### config.mk
export PLATFORM = sky130hd
export DESIGN_NAME = kctl_regs
export DESIGN_NICKNAME = d
export VERILOG_FILES = /design/src/rtl/kctl_pkg.sv /design/src/rtl/kctl_rst_pipe.sv /design/src/rtl/kctl_ctrl_fsm.sv /design/src/rtl/kctl_arg_bank.sv /design/src/rtl/kctl_regs.sv
export SDC_FILE = /design/constraint.sdc
export NUM_CORES = 1
export LEC_CHECK = 0
export BUFFER_PORTS_ARGS = -buffer_cell sky130_fd_sc_hd__buf_2
export CAP_MARGIN = 0
export CORE_MARGIN = 2
export CORE_UTILIZATION = 52
export DETAILED_ROUTE_END_ITERATION = 16
export PLACE_DENSITY = 0.8
export SYNTH_ARGS = -nofsm -noshare
export SYNTH_HDL_FRONTEND = slang
export SYNTH_SLANG_ARGS = --single-unit
### constraint.sdc
create_clock -name clk_i -period 9.96 [get_ports clk_i]
set_input_delay 0.498 -clock clk_i [delete_from_list [all_inputs] [get_ports clk_i]]
set_output_delay 0.498 -clock clk_i [all_outputs]
set_load 0.1 [all_outputs]
### src/rtl/kctl_pkg.sv
package kctl_pkg;
  localparam int unsigned WORD_W       = 32;
  localparam int unsigned STRB_W       = WORD_W / 8;
  localparam int unsigned ARG_BASE_IDX = 4;   // first argument word, byte 0x10
  localparam logic [1:0]  RESP_OKAY    = 2'b00;

  function automatic logic [WORD_W-1:0] apply_strb(
    input logic [WORD_W-1:0] cur,
    input logic [WORD_W-1:0] nxt,
    input logic [STRB_W-1:0] strb
  );
    logic [WORD_W-1:0] res;
    res = cur;
    for (int b = 0; b < STRB_W; b++)
      if (strb[b]) res[8*b +: 8] = nxt[8*b +: 8];
    return res;
  endfunction
endpackage

### src/rtl/kctl_rst_pipe.sv
module kctl_rst_pipe #(
  parameter int unsigned STAGES = 3
) (
  input  logic clk_i,
  input  logic rst_ni,
  output logic rst_no
);
  logic [STAGES-1:0] pipe_q;

  generate
    if (STAGES == 1) begin : g_single
      always_ff @(posedge clk_i or negedge rst_ni)
        if (!rst_ni) pipe_q <= 1'b0;
        else         pipe_q <= 1'b1;
    end else begin : g_chain
      always_ff @(posedge clk_i or negedge rst_ni)
        if (!rst_ni) pipe_q <= '0;
        else         pipe_q <= {pipe_q[STAGES-2:0], 1'b1};
    end
  endgenerate

  assign rst_no = pipe_q[STAGES-1];
endmodule

### src/rtl/kctl_ctrl_fsm.sv
module kctl_ctrl_fsm (
  input  logic clk_i,
  input  logic rst_ni,
  input  logic start_wr_i,
  input  logic rd_clr_i,
  input  logic ack_i,
  input  logic done_i,
  output logic start_o,
  output logic done_o,
  output logic idle_o
);
  logic start_q, done_q, idle_q;
  logic launch, finish;

  assign launch = start_wr_i && idle_q;
  assign finish = done_i && !idle_q && !start_q;

  always_ff @(posedge clk_i or negedge rst_ni) begin
    if (!rst_ni) begin
      start_q <= 1'b0;
      done_q  <= 1'b0;
      idle_q  <= 1'b1;
    end else if (launch) begin
      start_q <= 1'b1;
      done_q  <= 1'b0;
      idle_q  <= 1'b0;
    end else begin
      if (start_q && ack_i) start_q <= 1'b0;
      // set beats clear-on-read so a finish is never lost
      if (finish) begin
        done_q <= 1'b1;
        idle_q <= 1'b1;
      end else if (rd_clr_i) begin
        done_q <= 1'b0;
      end
    end
  end

  assign start_o = start_q;
  assign done_o  = done_q;
  assign idle_o  = idle_q;
endmodule

### src/rtl/kctl_arg_bank.sv
module kctl_arg_bank
  import kctl_pkg::*;
#(
  parameter int unsigned N_BUF    = 2,
  parameter int unsigned N_SCALAR = 2,
  parameter int unsigned IDX_W    = 6
) (
  input  logic                     clk_i,
  input  logic                     rst_ni,
  input  logic                     wr_en_i,
  input  logic [IDX_W-1:0]         wr_idx_i,
  input  logic [WORD_W-1:0]        wr_data_i,
  input  logic [STRB_W-1:0]        wr_strb_i,
  input  logic [IDX_W-1:0]         rd_idx_i,
  output logic                     rd_hit_o,
  output logic [WORD_W-1:0]        rd_word_o,
  output logic [N_SCALAR*32-1:0]   scalar_o,
  output logic [N_BUF*64-1:0]      buf_base_o
);
  localparam int unsigned NW = 2*N_BUF + N_SCALAR;

  logic [NW-1:0][WORD_W-1:0] arg_q;

  always_ff @(posedge clk_i or negedge rst_ni) begin
    if (!rst_ni) begin
      arg_q <= '0;
    end else if (wr_en_i) begin
      for (int k = 0; k < NW; k++)
        if (wr_idx_i == IDX_W'(ARG_BASE_IDX + k))
          arg_q[k] <= apply_strb(arg_q[k], wr_data_i, wr_strb_i);
    end
  end

  always_comb begin
    rd_hit_o  = 1'b0;
    rd_word_o = '0;
    for (int k = 0; k < NW; k++)
      if (rd_idx_i == IDX_W'(ARG_BASE_IDX + k)) begin
        rd_hit_o  = 1'b1;
        rd_word_o = arg_q[k];
      end
  end

  generate
    for (genvar i = 0; i < N_BUF; i++) begin : g_buf
      assign buf_base_o[64*i +: 64] = {arg_q[2*i+1], arg_q[2*i]};
    end
    for (genvar j = 0; j < N_SCALAR; j++) begin : g_scl
      assign scalar_o[32*j +: 32] = arg_q[2*N_BUF+j];
    end
  endgenerate
endmodule

### src/rtl/kctl_regs.sv
module kctl_regs
  import kctl_pkg::*;
#(
  parameter int unsigned ADDR_W     = 8,
  parameter int unsigned N_BUF      = 2,
  parameter int unsigned N_SCALAR   = 2,
  parameter int unsigned RST_STAGES = 3
) (
  input  logic                   clk_i,
  input  logic                   rst_ni,
  input  logic                   s_awvalid_i,
  output logic                   s_awready_o,
  input  logic [ADDR_W-1:0]      s_awaddr_i,
  input  logic                   s_wvalid_i,
  output logic                   s_wready_o,
  input  logic [31:0]            s_wdata_i,
  input  logic [3:0]             s_wstrb_i,
  output logic                   s_bvalid_o,
  input  logic                   s_bready_i,
  output logic [1:0]             s_bresp_o,
  input  logic                   s_arvalid_i,
  output logic                   s_arready_o,
  input  logic [ADDR_W-1:0]      s_araddr_i,
  output logic                   s_rvalid_o,
  input  logic                   s_rready_i,
  output logic [31:0]            s_rdata_o,
  output logic [1:0]             s_rresp_o,
  output logic                   start_o,
  input  logic                   ack_i,
  input  logic                   done_i,
  output logic [N_SCALAR*32-1:0] scalar_o,
  output logic [N_BUF*64-1:0]    buf_base_o
);
  localparam int unsigned IDX_W = ADDR_W - 2;

  logic             rst_n;
  logic             wr_go, rd_go;
  logic             bvalid_q, rvalid_q;
  logic [31:0]      rdata_q;
  logic [IDX_W-1:0] wr_idx, rd_idx;
  logic             ctrl_wr, rd_clr;
  logic             done_s, idle_s;
  logic             arg_hit;
  logic [31:0]      arg_word;
  logic             unused_addr_lsb;

  assign unused_addr_lsb = ^{s_awaddr_i[1:0], s_araddr_i[1:0]};

  kctl_rst_pipe #(.STAGES(RST_STAGES)) u_rst (
    .clk_i (clk_i),
    .rst_ni(rst_ni),
    .rst_no(rst_n)
  );

  // write channel: address and data taken together, one response outstanding
  assign wr_go       = s_awvalid_i && s_wvalid_i && !bvalid_q && rst_n;
  assign s_awready_o = wr_go;
  assign s_wready_o  = wr_go;
  assign wr_idx      = s_awaddr_i[ADDR_W-1:2];
  assign ctrl_wr     = wr_go && (wr_idx == '0) && s_wstrb_i[0] && s_wdata_i[0];

  always_ff @(posedge clk_i or negedge rst_n) begin
    if (!rst_n)          bvalid_q <= 1'b0;
    else if (wr_go)      bvalid_q <= 1'b1;
    else if (s_bready_i) bvalid_q <= 1'b0;
  end

  assign s_bvalid_o = bvalid_q;
  assign s_bresp_o  = RESP_OKAY;

  // read channel
  assign rd_go       = s_arvalid_i && !rvalid_q && rst_n;
  assign s_arready_o = rd_go;
  assign rd_idx      = s_araddr_i[ADDR_W-1:2];
  assign rd_clr      = rd_go && (rd_idx == '0);

  always_ff @(posedge clk_i or negedge rst_n) begin
    if (!rst_n) begin
      rvalid_q <= 1'b0;
      rdata_q  <= '0;
    end else if (rd_go) begin
      rvalid_q <= 1'b1;
      if (rd_idx == '0)  rdata_q <= {29'd0, idle_s, done_s, start_o};
      else if (arg_hit)  rdata_q <= arg_word;
      else               rdata_q <= '0;
    end else if (s_rready_i) begin
      rvalid_q <= 1'b0;
    end
  end

  assign s_rvalid_o = rvalid_q;
  assign s_rdata_o  = rdata_q;
  assign s_rresp_o  = RESP_OKAY;

  kctl_ctrl_fsm u_ctrl (
    .clk_i     (clk_i),
    .rst_ni    (rst_n),
    .start_wr_i(ctrl_wr),
    .rd_clr_i  (rd_clr),
    .ack_i     (ack_i),
    .done_i    (done_i),
    .start_o   (start_o),
    .done_o    (done_s),
    .idle_o    (idle_s)
  );

  kctl_arg_bank #(
    .N_BUF   (N_BUF),
    .N_SCALAR(N_SCALAR),
    .IDX_W   (IDX_W)
  ) u_args (
    .clk_i     (clk_i),
    .rst_ni    (rst_n),
    .wr_en_i   (wr_go),
    .wr_idx_i  (wr_idx),
    .wr_data_i (s_wdata_i),
    .wr_strb_i (s_wstrb_i),
    .rd_idx_i  (rd_idx),
    .rd_hit_o  (arg_hit),
    .rd_word_o (arg_word),
    .scalar_o  (scalar_o),
    .buf_base_o(buf_base_o)
  );
endmodule

==> metrics.yaml, run 1 <==
layout.core_utilization_pct: 65.3
final.period_utilization_pct: 32.1
route.final.wire_length_microns: 27800
insertion_delay_to_the_later_sink_of_the_worst_skew_pair_ps: 510
synthMostInstantiatedCell: "sky130_fd_sc_hd__dfrtp_1"
design.die.area_sq_um: 21200
wl_per_cell_microns: 22.1
drt.antenna.violating_nets: 0
yosys_most_used_dff: "sky130_fd_sc_hd__dfrtp_1"
die_y_microns: 146
summed_instance_area_of_the_synthesized_netlist_sq_um: 10400
cts_buffers: 24
drt_pre_antenna_iters: 5
final_hold_viol_count: 0
fin_area_sq_um: 12800
worst-path-max-fanout: 32
timing_worst_slew_pin_value_ps: 1100
starting_drc_count_in_detailed_routing: 289
worst_hold_path_class: "input port to flip-flop"
post_route_cells_drive_above_1_share_pct: 48.4
max_slew_margin_pct: 26.4
library_cell_with_the_largest_summed_area_after_synthesis: "sky130_fd_sc_hd__dfrtp_1"
port_buffers: 286
critical_path.cell_chain: "nand3b_2 > buf_4 > inv_2 > buf_2"
syn_area_per_cell_sq_um: 15.2
initial_utilization_pct: 53.2
drc: 0
timing.critical_path.slowest_stage_cell: "sky130_fd_sc_hd__dfrtp_4"
setup.worst_path.end_class: "output pin"
clock_tree_from_tritoncts: "done"
globalplace.congestion: 0.800
std_cell_rows: 51
clock_tree.htree_level_count: 1
rsz0062_at_grt: "no"
final.min_clock_period_ps: 3190
worstPathRequired_ps: 9460
fmax_ghz: 0.313
power_dens_cells_nw_per_um2: 163
criticalPathCategory: "flip-flop to output pin"
slowest_delay_ps: 700
via_per_inst: 5.69
yosys.area.top_type_share_pct: 55.4
share_of_synthesized_flip_flops_with_an_asynchronous_set_or_reset_pct: 100
synthToLayoutAreaGrowth_pct: 22.6
dp_worst_setup_slack_ps: 7020
arrival_ps: 2690
seqCellArea_sq_um: 5810
die_w_microns: 146
ctsLongestPathBuffers: 3
grt_start_max_net_pins: 72
maxSlewViolCount: 0
placeableCoreArea_sq_um: 19600
grt_overflow: 0
hpwl_microns: 18800
detailroute.via_count: 7143
synth.lib_cells_used.distinct: 49
num-nets-final: 1035
leakage_nw: 7.09
power.ir.vdd_worst_mv: 0.126
clock_sinks: 232
syn_inst: 686
final-setup-viol-count: 0
ios: 295
synthTopCellsByCount: "231 x sky130_fd_sc_hd__dfrtp_1, 103 x sky130_fd_sc_hd__mux2_1, 57 x sky130_fd_sc_hd__mux2_2, 32 x sky130_fd_sc_hd__mux2_4, 32 x sky130_fd_sc_hd__mux4_2"
cts.clk_slew.worst_paths_ps: 60
critPathLaunchType: "flip-flop"
n_fill_cell: 1514
fin_setup_tns_ps: 0
multiInputGateArea_sq_um: 4420
finalWorstSetupSlack_ps: 6770
clock_skew_ps: 9.09
synth-edff-count: 0
grtUsageTotal_pct: 25.8
place_area_sq_um: 12100
ys_seq_area_share_pct: 55.7
synth_area_leaders: "sky130_fd_sc_hd__dfrtp_1 55%, sky130_fd_sc_hd__mux2_1 11%, sky130_fd_sc_hd__mux4_2 6.9%, sky130_fd_sc_hd__mux2_2 6.2%, sky130_fd_sc_hd__mux2_4 4.6%"
worst_hold_slack_ps: 170
grt_pass1_vias: 7310
grt_antenna_before_repair: 4
max-cap-violations: 0
synth.ff_latch_count: 232
status: "complete, no violations"
grt_pass1_wl_microns: 42900
yosys_warnings: 0
clockRootBuffer: "sky130_fd_sc_hd__clkbuf_16"
==> what timing repair did <==
action	in CTS	in global routing
gates resized for setup	0	0
endpoints found under the hold margin	3	0
hold buffers	1	0
setup buffers	0	0
==> logic make-up after synthesis <==
family	share of synthesized area [%]
muxes	31.2
AOI/OAI and AO/OA	4.25
DFF	55.7
other	0.0720
and+or+nand+nor	6.62
buffers and inverters	2.21
==> final cells by class <==
type | count | share of cell area, %
inverter | 5 | 0.147
clock buffer | 38 | 5.58
antenna | 3 | 0.0587
multi-input combinational | 418 | 34.5
timing repair buffer | 293 | 11.6
tap | 265 | 2.59
clock inverter | 1 | 0.0391
sequential | 232 | 45.4
==> per-layer routing <==
metal / up-vias / track usage, % / part of all wire, %
met3: 53 / 4.83 / 7.1
li1: 3108 / - / -
met2: 308 / 43.0 / 49
met4: 2 / 8.38 / 2.7
met1: 3672 / 34.6 / 41
met5: - / 0 / 0.025
==> through the flow <==
stage / total power [mW] / instances
floorplan: 1.21 / 689
global placement: 1.27 / 1212
detailed placement: 1.28 / 1212
CTS: 2.11 / 1252
global route: 2.16 / 1254
finish: 2.09 / 1255
==> where the power goes <==
group,total (mW),switching (mW),internal (mW)
registers,0.981,0.0179,0.963
logic,0.277,0.224,0.0531
clock network,0.833,0.347,0.486
total,2.09,0.589,1.50
==> final timing paths <==
check                      depth (start not counted)            start                      to  slack (ps)
hold reg to reg                                    0  u_rst.pipe_q[2]  u_args.buf_base_o[124]         270
min in group asynchronous                          0  u_rst.pipe_q[2]  u_args.buf_base_o[124]         270
hold / removal                                     2       s_rready_i              s_rvalid_o         170
max in group asynchronous                          2  u_rst.pipe_q[2]   u_args.buf_base_o[79]        7680
setup reg to reg                                   6  u_rst.pipe_q[2]            s_rdata_o[1]        7030
setup / recovery                                   4  u_rst.pipe_q[2]             s_arready_o        6770
==> worst max-delay path, delay by kind of cell, from the launching register on <==
family / cells / cell delay (ps)
buffers and inverters: 3 / 990
flip-flops: 1 / 700
AND/OR/NAND/NOR: 1 / 450
==> state kept, by name (all words and copies together) (netlist names) <==
register and flops:
s_rdata_o 32, u_ctrl.start_o 1, s_rvalid_o 1, s_bvalid_o 1
u_rst.pipe_q 3, u_args.scalar_o 64, u_args.buf_base_o 128, u_ctrl.done_o 1
u_ctrl.idle_o 1
==> layout by cell type (no fill, tap or decap), types with 7 or more instances in the layout <==
cell	n
sky130_fd_sc_hd__buf_2	285
sky130_fd_sc_hd__dfrtp_1	230
sky130_fd_sc_hd__mux2_1	103
sky130_fd_sc_hd__mux2_2	57
sky130_fd_sc_hd__mux4_2	32
sky130_fd_sc_hd__mux2_4	32
sky130_fd_sc_hd__nor2_1	25
sky130_fd_sc_hd__mux2i_1	25
sky130_fd_sc_hd__clkbuf_16	25
sky130_fd_sc_hd__o21ai_1	23
sky130_fd_sc_hd__nand2_1	16
sky130_fd_sc_hd__a221o_1	12
sky130_fd_sc_hd__a22oi_1	11
sky130_fd_sc_hd__clkbuf_1	9
sky130_fd_sc_hd__nor2_4	8
sky130_fd_sc_hd__a21oi_1	8
sky130_fd_sc_hd__nor3_1	8
sky130_fd_sc_hd__nand2_2	8
sky130_fd_sc_hd__buf_4	7
Power figures use the tool's default switching activity.
==> run 2, diff against run 1 <==
--- a/config.mk
+++ b/config.mk
@@ -8,9 +8,9 @@
 export BUFFER_PORTS_ARGS = -buffer_cell sky130_fd_sc_hd__buf_2
 export CAP_MARGIN = 0
 export CORE_MARGIN = 2
-export CORE_UTILIZATION = 52
+export CORE_UTILIZATION = 47
 export DETAILED_ROUTE_END_ITERATION = 16
-export PLACE_DENSITY = 0.8
+export PLACE_DENSITY = 0.76
 export SYNTH_ARGS = -nofsm -noshare
 export SYNTH_HDL_FRONTEND = slang
 export SYNTH_SLANG_ARGS = --single-unit
==> constraint.sdc (replaced) <==
create_clock -name clk_i -period 2.9 [get_ports clk_i]
set_input_delay 0.145 -clock clk_i [delete_from_list [all_inputs] [get_ports clk_i]]
set_output_delay 0.145 -clock clk_i [all_outputs]
set_load 0.1 [all_outputs]
==> run 2 against run 1 <==
Sequential power grew to 3.4 times the previous value. Global-route usage fell by 0.40 points. Register-to-register slack lost 6500 ps. Via count grew 3.8%. Core utilization shrank 1.2 points. Flip-flop and latch count did not move. Hold slack lost 110 ps. Non-clock buffer count up 45. Combinational power rose to 3.8 times the previous value. Critical path depth rose by 1.
==> metrics.yaml, run 2 (synthesis results as in run 1) <==
resized_after_cts: 0  # unchanged
place_area_sq_um: 12800  # +5.8%
worst-path-stages: 5  # +1
cts_buffers: 25  # +4.2%
max-cap-violations: 0  # unchanged
grtUsageTotal_pct: 25.4  # -0.40 points
die_y_microns: 153  # +5.0%
flip_flop_count_of_the_largest_register_after_layout: 128  # unchanged
layout.core_utilization_pct: 64.1  # -1.2 points
power_dens_cells_nw_per_um2: 544  # +230%
initial_utilization_pct: 47.8  # -5.4 points
grt_antenna_before_repair: 2  # -2
detailroute.via_count: 7411  # +3.8%
timing.reg2reg.worst_path_depth: 5  # -1
grt_start_max_net_pins: 77  # +6.9%
arrival_ps: 2790  # +100 ps
std_cell_rows: 54  # +5.9%
cp_num_buf_inv: 1  # -2
drt_pre_antenna_iters: 5  # unchanged
rsz0062_at_grt: "no"
critPathTopFamily: "simple AND/OR/NAND/NOR gates"
placeableCoreArea_sq_um: 21800  # +11%
fin_area_sq_um: 14000  # +9.3%
clock_tree.htree_level_count: 1  # unchanged
n_fill_cell: 1585  # +4.7%
globalplace.congestion: 0.794  # -0.66%
fmax_ghz: 0.421
grt_pass1_vias: 7589  # +3.8%
synthToLayoutAreaGrowth_pct: 34.1
worstPathRequired_ps: 3310  # -6150 ps
clock_skew_ps: 9.90  # +0.806 ps
multiInputGateArea_sq_um: 4980  # +13%
timing_worst_slew_pin_value_ps: 954  # -150 ps
wl_per_cell_microns: 22.7  # +2.7%
status: "complete, no violations"
route.final.wire_length_microns: 30000  # +8.0%
final.period_utilization_pct: 82.0
maxSlewViolCount: 0  # unchanged
hpwl_microns: 19900  # +5.9%
worst-path-max-fanout: 15  # -53%
worst_hold_path_class: "input port to flip-flop"
grt_pass1_wl_microns: 46300  # +7.8%
critical_path.cell_chain: "nand3b_2 > nor3_4 > buf_12 > a22oi_1 > o211ai_1"
cts.clk_slew.worst_paths_ps: 60  # about the same
seqCellArea_sq_um: 5810  # unchanged
ctsLongestPathBuffers: 3  # unchanged
final-setup-viol-count: 0  # unchanged
drt.antenna.violating_nets: 0  # unchanged
drc: 0  # unchanged
die_w_microns: 153  # +5.0%
post_route_cells_drive_above_1_share_pct: 53.5  # +5.0 points
final.min_clock_period_ps: 2380
max_slew_margin_pct: 36.4  # +10 points
num-nets-final: 1081  # +4.4%
via_per_inst: 5.61  # -1.4%
grt_overflow: 0  # unchanged
design.die.area_sq_um: 23400  # +10%
starting_drc_count_in_detailed_routing: 388  # +34%
criticalPathCategory: "flip-flop to flip-flop"
layout.cells.most_common_list: "282 x sky130_fd_sc_hd__buf_2, 230 x sky130_fd_sc_hd__dfrtp_1, 138 x sky130_fd_sc_hd__mux2_4"
post-cts-setup-buffer-count: 0  # unchanged
port_buffers: 286  # unchanged
timing.critical_path.slowest_stage_cell: "sky130_fd_sc_hd__nor3_4"
leakage_nw: 7.52  # +6.0%
clockRootBuffer: "sky130_fd_sc_hd__clkbuf_16"
clock_sinks: 232  # unchanged
power.ir.vdd_worst_mv: 0.393  # +210%
setup.worst_path.end_class: "flip-flop"
ios: 295  # unchanged
cts.hold.buffers_added: 40  # +39
final_common_cell: "sky130_fd_sc_hd__buf_2"
whs_path_depth: 4  # +2
slowest_delay_ps: 820  # +120 ps
insertion_delay_to_the_later_sink_of_the_worst_skew_pair_ps: 510  # about the same
critPathLaunchType: "flip-flop"
final_hold_viol_count: 0  # unchanged
clock_tree_from_tritoncts: "done"
## run 2: changes by cell type in the layout (fill, tap and decap cells not counted), moves of 5 or more
cell | before | now
sky130_fd_sc_hd__clkinv_2 | 1 | 7
sky130_fd_sc_hd__buf_4 | 7 | 12
sky130_fd_sc_hd__clkbuf_1 | 9 | 3
sky130_fd_sc_hd__mux2_4 | 32 | 138
sky130_fd_sc_hd__nand2_8 | 4 | 14
sky130_fd_sc_hd__mux2_2 | 57 | 0
sky130_fd_sc_hd__mux2_1 | 103 | 54
sky130_fd_sc_hd__dlygate4sd3_1 | 1 | 40
## run 2: cell type report
class                           instances  area share [%]
Timing Repair Buffer                  338            14.2
Antenna cell                            2          0.0358
Clock buffer                           34            5.14
Multi-Input combinational cell        418            35.6
Sequential cell                       232            41.5
Tap cell                              280            2.50
Clock inverter                         11           0.787
Inverter                                5           0.188
## run 2: layer usage
| metal | up-vias | track usage (%) | share of wire (%) |
|---|---|---|---|
| met5 | - | 0 | 0 |
| met4 | 0 | 7.72 | 2.7 |
| met3 | 48 | 4.05 | 5.8 |
| met2 | 292 | 40.0 | 47 |
| met1 | 3864 | 36.7 | 44 |
| li1 | 3207 | - | - |
## run 2: path summary, 6_finish.rpt
kind	slack (ps)	to	from
setup / recovery	520	s_rdata_o[2]	s_rvalid_o
hold / removal	60	s_rdata_o[23]	s_araddr_i[5]
setup reg to reg	520	s_rdata_o[2]	s_rvalid_o
hold reg to reg	350	u_rst.pipe_q[2]	u_rst.pipe_q[1]
max in group asynchronous	1020	u_args.buf_base_o[119]	u_rst.pipe_q[2]
min in group asynchronous	470	u_ctrl.done_o	u_rst.pipe_q[2]
## run 2: power breakdown
part	internal [mW]	leakage, nW	total, mW	switching, mW
clock network	1.91	0.411	3.18	1.27
registers	3.31	3.21	3.37	0.0593
logic	0.254	3.89	1.06	0.809
## run 2: per-stage QoR
stage,std cells,TNS [ps],hold WS (ps),total power [mW],worst slack (ps)
global placement,1233,0,-56.0,4.44,671
global route,1320,0,77.3,7.86,458
CTS,1318,0,40.8,7.67,569
floorplan,689,-137580,-151,4.21,-674
detailed placement,1233,0,-53.9,4.45,597
finish,1320,0,63.2,7.61,523
## run 2: worst min-delay path, cell delays in order
cell and delay, ps:
sky130_fd_sc_hd__buf_2 120, sky130_fd_sc_hd__nor2b_1 70, sky130_fd_sc_hd__a21oi_1 130, sky130_fd_sc_hd__o21ai_1 70
